[src/rtl/exu_imm_pkg.sv]
package exu_imm_pkg;

  typedef enum logic [2:0] {
    OP_ADD  = 3'd0,
    OP_ADDS = 3'd1,
    OP_SUB  = 3'd2,
    OP_SUBS = 3'd3,
    OP_MOVN = 3'd4,
    OP_MOVZ = 3'd5,
    OP_MOVK = 3'd6,
    OP_RSVD = 3'd7
  } exu_op_e;

  typedef struct packed {
    logic n;
    logic z;
    logic c;
    logic v;
  } nzcv_t;

endpackage

[src/rtl/exu_imm_arith.sv]
module exu_imm_arith
  import exu_imm_pkg::*;
#(
  parameter int XLEN      = 64,
  parameter int NLEN      = 32,
  parameter int IMM_W     = 12,
  parameter int IMM_SHIFT = 12
) (
  input  logic            is_sub,
  input  logic            wide,
  input  logic [XLEN-1:0] src_val,
  input  logic [IMM_W-1:0] imm,
  input  logic            imm_sh,
  output logic [XLEN-1:0] sum,
  output nzcv_t           flags
);

  localparam int PAD_W = XLEN - IMM_W;

  function automatic logic [XLEN-1:0] fit(input logic [XLEN-1:0] x, input logic w);
    return w ? x : {{(XLEN-NLEN){1'b0}}, x[NLEN-1:0]};
  endfunction

  function automatic logic top_bit(input logic [XLEN-1:0] x, input logic w);
    return w ? x[XLEN-1] : x[NLEN-1];
  endfunction

  logic [XLEN-1:0] op_a;
  logic [XLEN-1:0] op_b;
  logic [XLEN-1:0] op_b_eff;
  logic [XLEN-1:0] imm_ext;
  logic [XLEN:0]   raw;
  logic            carry_out;
  logic            sa, sb, sr;

  always_comb begin
    imm_ext   = {{PAD_W{1'b0}}, imm};
    op_a      = fit(src_val, wide);
    op_b      = fit(imm_sh ? (imm_ext << IMM_SHIFT) : imm_ext, wide);
    op_b_eff  = fit(is_sub ? ~op_b : op_b, wide);
    raw       = {1'b0, op_a} + {1'b0, op_b_eff} + {{XLEN{1'b0}}, is_sub};
    sum       = fit(raw[XLEN-1:0], wide);
    carry_out = wide ? raw[XLEN] : raw[NLEN];
    sa        = top_bit(op_a, wide);
    sb        = top_bit(op_b, wide);
    sr        = top_bit(sum, wide);
    flags.n   = sr;
    flags.z   = (sum == '0);
    flags.c   = carry_out;
    flags.v   = is_sub ? ((sa != sb) && (sr == sb)) : ((sa == sb) && (sr != sa));
  end

  // the carry out of a + ~b + 1 must agree with an unsigned compare
  always_comb begin
    if (is_sub) begin
      assert_sub_carry_R5: assert (flags.c == (op_a >= op_b));
    end
  end

  // an add carries exactly when the truncated sum wrapped below a
  always_comb begin
    if (!is_sub) begin
      assert_add_carry_R6: assert (flags.c == (sum < op_a));
    end
  end

endmodule

[src/rtl/exu_imm_widemov.sv]
module exu_imm_widemov
  import exu_imm_pkg::*;
#(
  parameter int XLEN  = 64,
  parameter int NLEN  = 32,
  parameter int FLD_W = 16
) (
  input  exu_op_e             op,
  input  logic                wide,
  input  logic [XLEN-1:0]     dst_cur,
  input  logic [FLD_W-1:0]    mov_imm,
  input  logic [$clog2(XLEN/FLD_W)-1:0] fsel,
  output logic [XLEN-1:0]     mov_res,
  output logic                field_bad
);

  localparam int NFLD   = XLEN / FLD_W;
  localparam int NFLD_N = NLEN / FLD_W;
  localparam int SEL_W  = $clog2(NFLD);

  function automatic logic [XLEN-1:0] fit(input logic [XLEN-1:0] x, input logic w);
    return w ? x : {{(XLEN-NLEN){1'b0}}, x[NLEN-1:0]};
  endfunction

  function automatic logic [XLEN-1:0] place(input logic [FLD_W-1:0] v,
                                             input logic [SEL_W-1:0] s);
    logic [XLEN-1:0] ext;
    ext = {{(XLEN-FLD_W){1'b0}}, v};
    return ext << (32'(s) * FLD_W);
  endfunction

  logic [NFLD-1:0] hit;
  logic [XLEN-1:0] keep_mask;
  logic [XLEN-1:0] placed;
  logic [XLEN-1:0] width_mask;

  for (genvar i = 0; i < NFLD; i++) begin : g_lane
    assign hit[i] = (fsel == SEL_W'(i));
    assign keep_mask[i*FLD_W +: FLD_W] = hit[i] ? {FLD_W{1'b0}} : {FLD_W{1'b1}};
  end

  always_comb begin
    placed     = place(mov_imm, fsel);
    width_mask = fit({XLEN{1'b1}}, wide);
    field_bad  = !wide && (32'(fsel) >= NFLD_N);
    case (op)
      OP_MOVN: mov_res = fit(~placed, wide);
      OP_MOVZ: mov_res = fit(placed, wide);
      OP_MOVK: mov_res = fit((dst_cur & keep_mask) | placed, wide);
      default: mov_res = '0;
    endcase
  end

  // exactly one lane is addressed and the shifted immediate sits only there
  always_comb begin
    assert_one_lane_R8: assert ($onehot0(hit) && ((placed & keep_mask) == '0));
  end

  // a keep-move changes no bit outside the addressed lane
  always_comb begin
    if (op == OP_MOVK) begin
      assert_movk_keeps_R9: assert (((mov_res ^ dst_cur) & keep_mask & width_mask) == '0);
    end
  end

endmodule

[src/rtl/exu_imm_exec.sv]
module exu_imm_exec
  import exu_imm_pkg::*;
#(
  parameter int XLEN      = 64,
  parameter int NLEN      = 32,
  parameter int IMM_W     = 12,
  parameter int IMM_SHIFT = 12,
  parameter int FLD_W     = 16
) (
  input  logic [2:0]       op_sel,
  input  logic             wide_mode,
  input  logic [XLEN-1:0]  src_val,
  input  logic [XLEN-1:0]  dst_cur,
  input  logic [IMM_W-1:0] arith_imm,
  input  logic             arith_sh,
  input  logic [FLD_W-1:0] mov_imm,
  input  logic [$clog2(XLEN/FLD_W)-1:0] mov_field,
  input  logic [3:0]       flag_in,
  output logic [XLEN-1:0]  result,
  output logic             wr_en,
  output logic [3:0]       flag_out,
  output logic             illegal
);

  exu_op_e         op;
  logic            is_arith;
  logic            is_move;
  logic            is_sub;
  logic            sets_flags;
  logic [XLEN-1:0] arith_sum;
  nzcv_t           arith_flags;
  logic [XLEN-1:0] mov_res;
  logic            field_bad;

  always_comb begin
    op         = exu_op_e'(op_sel);
    is_arith   = (op == OP_ADD) || (op == OP_ADDS) || (op == OP_SUB) || (op == OP_SUBS);
    is_move    = (op == OP_MOVN) || (op == OP_MOVZ) || (op == OP_MOVK);
    is_sub     = (op == OP_SUB) || (op == OP_SUBS);
    sets_flags = (op == OP_ADDS) || (op == OP_SUBS);
  end

  exu_imm_arith #(
    .XLEN(XLEN), .NLEN(NLEN), .IMM_W(IMM_W), .IMM_SHIFT(IMM_SHIFT)
  ) u_arith (
    .is_sub  (is_sub),
    .wide    (wide_mode),
    .src_val (src_val),
    .imm     (arith_imm),
    .imm_sh  (arith_sh),
    .sum     (arith_sum),
    .flags   (arith_flags)
  );

  exu_imm_widemov #(
    .XLEN(XLEN), .NLEN(NLEN), .FLD_W(FLD_W)
  ) u_wmov (
    .op        (op),
    .wide      (wide_mode),
    .dst_cur   (dst_cur),
    .mov_imm   (mov_imm),
    .fsel      (mov_field),
    .mov_res   (mov_res),
    .field_bad (field_bad)
  );

  always_comb begin
    illegal  = (!is_arith && !is_move) || (is_move && field_bad);
    wr_en    = !illegal;
    if (illegal)       result = '0;
    else if (is_arith) result = arith_sum;
    else               result = mov_res;
    flag_out = sets_flags ? arith_flags : flag_in;
  end

  // a refused operation neither writes nor leaks a value
  always_comb begin
    if (illegal) begin
      assert_refused_quiet_R10: assert (!wr_en && (result == '0) && (flag_out == flag_in));
    end
  end

  // narrow operation leaves the upper half clear
  always_comb begin
    if (!wide_mode) begin
      assert_narrow_upper_R7: assert (result[XLEN-1:NLEN] == '0);
    end
  end

  // the zero flag follows the value actually written back
  always_comb begin
    if (sets_flags) begin
      assert_zero_flag_R4: assert (flag_out[2] == (result == '0));
    end
  end

endmodule

[config.mk]
export PLATFORM = sky130hd
export DESIGN_NAME = exu_imm_exec
export DESIGN_NICKNAME = d
export VERILOG_FILES = /design/src/rtl/exu_imm_pkg.sv /design/src/rtl/exu_imm_arith.sv /design/src/rtl/exu_imm_widemov.sv /design/src/rtl/exu_imm_exec.sv
export SDC_FILE = /design/constraint.sdc
export NUM_CORES = 1
export LEC_CHECK = 0
export BUFFER_PORTS_ARGS = -buffer_cell sky130_fd_sc_hd__buf_2
export CAP_MARGIN = 20
export CORE_MARGIN = 3
export CORE_UTILIZATION = 40
export DETAILED_ROUTE_END_ITERATION = 7
export PLACE_DENSITY = 0.65
export REMOVE_ABC_BUFFERS = 1
export SETUP_SLACK_MARGIN = 0.5
export SLEW_MARGIN = 20
export SYNTH_ARGS = -nofsm -noshare
export SYNTH_HDL_FRONTEND = slang
export SYNTH_SLANG_ARGS = --single-unit
[constraint.sdc]
create_clock -name vclk -period 13.3
set_clock_uncertainty 0.15 [all_clocks]
set_input_delay 3.325 -clock vclk [all_inputs]
set_output_delay 3.325 -clock vclk [all_outputs]
set_load 0.01 [all_outputs]
==> results of run 1 <==
-- worst max-delay path by stage --
| stage | endpoint | start | depth (start not counted) | slack, ns |
|---|---|---|---|---|
| after floorplan | result[55] | op_sel[2] | 16 | 2.19 |
| after global placement | flag_out[2] | op_sel[2] | 18 | 1.23 |
| after detailed placement | flag_out[2] | op_sel[2] | 19 | 1.19 |
| after CTS | flag_out[2] | op_sel[2] | 19 | 1.18 |
| after global routing | flag_out[2] | op_sel[2] | 18 | 0.82 |
| final | flag_out[2] | op_sel[2] | 17 | 1.08 |
-- cells by family after synthesis --
logic type / synth area share
mux: 0.00470
simple gates: 0.300
xor+xnor: 0.107
buf+inv: 0.0764
compound gates: 0.420
fa+ha+maj: 0.0915
-- metal layers --
layer  track usage  vias up
li1              -     4898
met1         0.454     4763
met2         0.511      650
met3        0.0326       77
met4        0.0930        2
met5             0        -
-- cell type report --
cell class,count,share of cell area
Timing Repair Buffer,246,0.148
Multi-Input combinational cell,1124,0.810
Inverter,18,0.00795
Tap cell,229,0.0337
-- power groups by stage --
stage | combinational [uW] | sequential [uW] | clock [uW]
after global routing | 477 | 0 | 0
after detailed placement | 428 | 0 | 0
after CTS | 430 | 0 | 0
after global placement | 428 | 0 | 0
after floorplan | 263 | 0 | 0
final | 444 | 0 | 0
-- cell usage in the layout, fill, tap and decap left out, types with 19 or more instances in the layout --
| cell type | netlist | layout |
|---|---|---|
| nor2_1 | 127 | 126 |
| o22ai_1 | 58 | 58 |
| a21o_1 | 19 | 19 |
| nand2_1 | 122 | 122 |
| xor2_1 | 30 | 30 |
| nand4_1 | 35 | 35 |
| o21ai_0 | 63 | 63 |
| buf_2 | 11 | 237 |
| nor3_1 | 30 | 30 |
| ha_1 | 52 | 52 |
| a21oi_1 | 271 | 271 |
| nand3_1 | 20 | 20 |
| xnor2_1 | 61 | 61 |
| and2_1 | 27 | 27 |
-- stage by stage --
| stage | instance area (um2) | setup slack [ns] | power, uW | std cells |
|---|---|---|---|---|
| after CTS | 8480 | 1.18 | 430 | 1616 |
| after detailed placement | 8480 | 1.19 | 428 | 1616 |
| after floorplan | 6950 | 2.19 | 263 | 1142 |
| after global placement | 8480 | 1.23 | 428 | 1616 |
| final | 8500 | 1.08 | 444 | 1617 |
| after global routing | 8500 | 0.825 | 477 | 1617 |
-- worst max-delay path, delay by kind of cell --
family	cells	cell delay (ns)
AO/OA/AOI/OAI	9	3.02
buffers and inverters	3	0.96
AND/OR/NAND/NOR	3	0.78
adder cells (fa/ha/maj)	1	0.42
XOR/XNOR	1	0.18
==> metrics.cfg, run 1 <==
[synthesis]
netlist_instances=1261
yosysSeqAreaShare=0
synth_area_um2=7450
synth.top_cells.by_count=a21oi_1, nor2_1, nand2_1, clkbuf_1, o21ai_0
synth_top_area_cell=a21oi_1
avgSynthCellArea_um2=5.91
synth.area.top_cells=a21oi_1, ha_1, xnor2_1
synth_top_area_frac=0.182
yosysMostFrequentCell=a21oi_1
yosysWarnings=0
synth_cell_types=84

[die]
initial_utilization=0.411
boundaryPins=237
die_area_um2=20300
die_x_um=142
core-area_um2=18100
die_y_um=142
rows=49

[timing]
hold_slack_ns=6.80
rsz0062_at_grt=false
fmax_ghz=0.0818
setup_viol=0
tns_ns=0
fin_crit_sh=0.919
hold_violations=0
tightest_slew_ns=1.08
fin_crit_ns=12.22
slew_headroom=0.279
slew_violations=0

[pwr]
power_frac_seq=0
ir_drop_mv=0.0256
p_clk_frac=0
power_density_nw_per_um2=52.2
p_leak_uw=0.00365
p_int_uw=158
swShare=0.645
p_switching_uw=286
pwr-share-comb=1.000

[worst_setup_path]
cpMostUsedCell=o21ai_0
path_cells=buf_2, nand2b_4, inv_2, xnor2_1, ha_1, a21oi_1, o21ai_0, a21oi_1, o21ai_0, a21oi_2, o21ai_0, nor2b_1, o31ai_1, nand4_1, o31a_1, o21ai_1, buf_2
path_class=primary input to output pin
start_kind=primary input
end_kind=output pin
crit_arrival_ns=8.75
slowest_delay_ns=0.73
cp_slowest_cell=o31ai_1
crit_required_ns=9.82
worstPathMaxFanout=33

[worst_hold_path]
hold_path.class=primary input to output pin
worstHoldEndpoint=flag_out[0]
hold_path_depth=4
min-delay-start=flag_in[0]

[cells_and_area]
register_area_um2=0
seq_cells=0
diodes=0
utilization=0.468
multiInputGateArea_um2=6890
clkbuf_count=0
fill_cells=2038
final_nets=1610
area_growth_pct=14.1
drive_gt1_frac=0.202

[placed_design]
place_congestion=1.06
dpl.hpwl_um=27400
portBuffers=237

[drt]
wl_met3_um=3290
vias=10390
drc=0
dr.pass1.iters=5
ant_nets=0
met1_length_um=14600
routed.top_layer=met5
first_iter_violations=1329
dr_wl_met2_um=15600
routed_wl_um=34800
vias_per_cell=6.43
wire_per_inst_um=21.5

[grt]
track_usage=0.320
grt_max_degree=71
grt_pass1_vias=9432
globalRoute.totalOverflow=0
grt_pass1_wl_um=52700
antenna_found_initial=1

[outcome]
status=complete, no violations

[flow_run]
maxCapViolations=0

[clock_network]
holdBufCountCts=0
post_cts_resized=0
post-cts-setup-buffer-count=0

Note: power is estimated with default switching activity, not from simulation.
==> run 2, diff against run 1 <==
--- a/config.mk
+++ b/config.mk
@@ -10,7 +10,7 @@
 export CORE_MARGIN = 3
 export CORE_UTILIZATION = 40
 export DETAILED_ROUTE_END_ITERATION = 7
-export PLACE_DENSITY = 0.65
+export PLACE_DENSITY = 0.68
 export REMOVE_ABC_BUFFERS = 1
 export SETUP_SLACK_MARGIN = 0.5
 export SLEW_MARGIN = 20
==> constraint.sdc (replaced) <==
create_clock -name vclk -period 10
set_clock_uncertainty 0.15 [all_clocks]
set_input_delay 2.5 -clock vclk [all_inputs]
set_output_delay 2.5 -clock vclk [all_outputs]
set_load 0.01 [all_outputs]
==> metrics.cfg, run 2 (synthesis results as in run 1) <==
[drt]
wire_per_inst_um=22.1
wl_met3_um=3360
ant_nets=0
vias=10655
routed_wl_um=36200
drc=0
dr.pass1.iters=6
dr_wl_met2_um=16600
routed.top_layer=met4
first_iter_violations=1204
met1_length_um=15000
vias_per_cell=6.50

[cells_and_area]
clkbuf_count=0
seq_cells=0
area_growth_pct=18.9
diodes=0
final_common_cell=a21oi_1
drive_gt1_frac=0.239
layout_common_cells=a21oi_1, buf_2, nor2_1, nand2_1, o21ai_0
register_area_um2=0
final_nets=1631
final_cells=1638

[die]
die_x_um=142
core-area_um2=18100
die_y_um=142
initial_utilization=0.411
die_area_um2=20300
rows=49
boundaryPins=237

[timing]
fin_crit_sh=0.940
slew_headroom=0.261
rsz0062_at_grt=false
slew_violations=0
fin_crit_ns=9.40
tns_ns=0
fmax_ghz=0.106
setup_viol=0
hold_violations=0
tightest_slew_ns=1.10

[worst_setup_path]
crit_arrival_ns=6.75
crit_required_ns=7.35
worstPathMaxFanout=17
slowest_delay_ns=0.64
cp_slowest_cell=or4b_2
crit_end=flag_out[2]
path_class=primary input to output pin
end_kind=output pin
crit_start=op_sel[2]
start_kind=primary input
path_cells=buf_2, nand2b_4, inv_2, nand2_1, clkinv_4, ha_2, nand2_1, o21ai_0, or4b_2, a31oi_1, o21ai_0, nand3_2, a21oi_4, and3_1, o31ai_1, nor4bb_2, nand4_1, o21ai_1, buf_2

[pwr]
power.total_uw=621
p_leak_uw=0.00376
power_density_nw_per_um2=70.1
ir_drop_mv=0.0458

[placed_design]
portBuffers=237
dp_cells=1630
dpl.hpwl_um=28700
place_congestion=1.03

[worst_hold_path]
hold_path_depth=4
hold_path.class=primary input to output pin

[grt]
grt_pass1_vias=9471
antenna_found_initial=0
grt_pass1_wl_um=53800
track_usage=0.328
grt_max_degree=71
globalRoute.totalOverflow=0

[clock_network]
holdBufCountCts=0

[outcome]
status=complete, no violations

[flow_run]
maxCapViolations=0

==> run 2: layout make-up <==
| class | instances | area (um2) |
|---|---|---|
| fillers | 2023 | 9290 |
| inverters | 18 | 72.6 |
| multi-input cells | 1124 | 7070 |
| well taps | 229 | 287 |
| repair buffers | 267 | 1430 |
==> run 2: worst min path at each step <==
stage                     from  slack [ns]           to
floorplan            op_sel[2]        4.93   result[16]
global placement    flag_in[0]        5.15  flag_out[0]
detailed placement  flag_in[0]        5.16  flag_out[0]
CTS                 flag_in[0]        5.16  flag_out[0]
global route        flag_in[0]        5.17  flag_out[0]
finish              flag_in[0]        5.16  flag_out[0]
==> run 2: per-stage QoR <==
step           utilization  hold WS, ns  instance area, um2  setup slack (ns)
6_report             0.488         5.16                8860             0.599
3_5_place_dp         0.474         5.16                8600             0.444
5_1_grt              0.488         5.17                8860             0.476
4_1_cts              0.474         5.16                8600             0.504
3_3_place_gp         0.474         5.15                8600             0.519
2_1_floorplan            -         4.93                6950             0.537
==> run 2: timing repair <==
action,4_1_cts,5_1_grt
endpoints found under the hold margin,0,0
pin swaps,0,6
gates cloned,0,0
endpoints found under the setup margin,1,4
resized for setup,1,43
setup buffers,0,8
==> run 2: routing by layer <==
metal	global-route usage	vias up
met5	0	-
met4	0.0960	0
met3	0.0228	82
met2	0.537	672
met1	0.460	4954
li1	-	4947
==> run 2: worst max-delay path: cells and delay by family <==
family | cells | cell delay (ns)
fa+ha+maj | 1 | 0.46
simple gates | 8 | 2.00
compound gates | 6 | 1.19
buf+inv | 4 | 0.60
==> run 2: power by group <==
part	switching, uW	total (uW)	internal [uW]
clock network	0	0	0
registers	0	0	0
logic	396	621	224
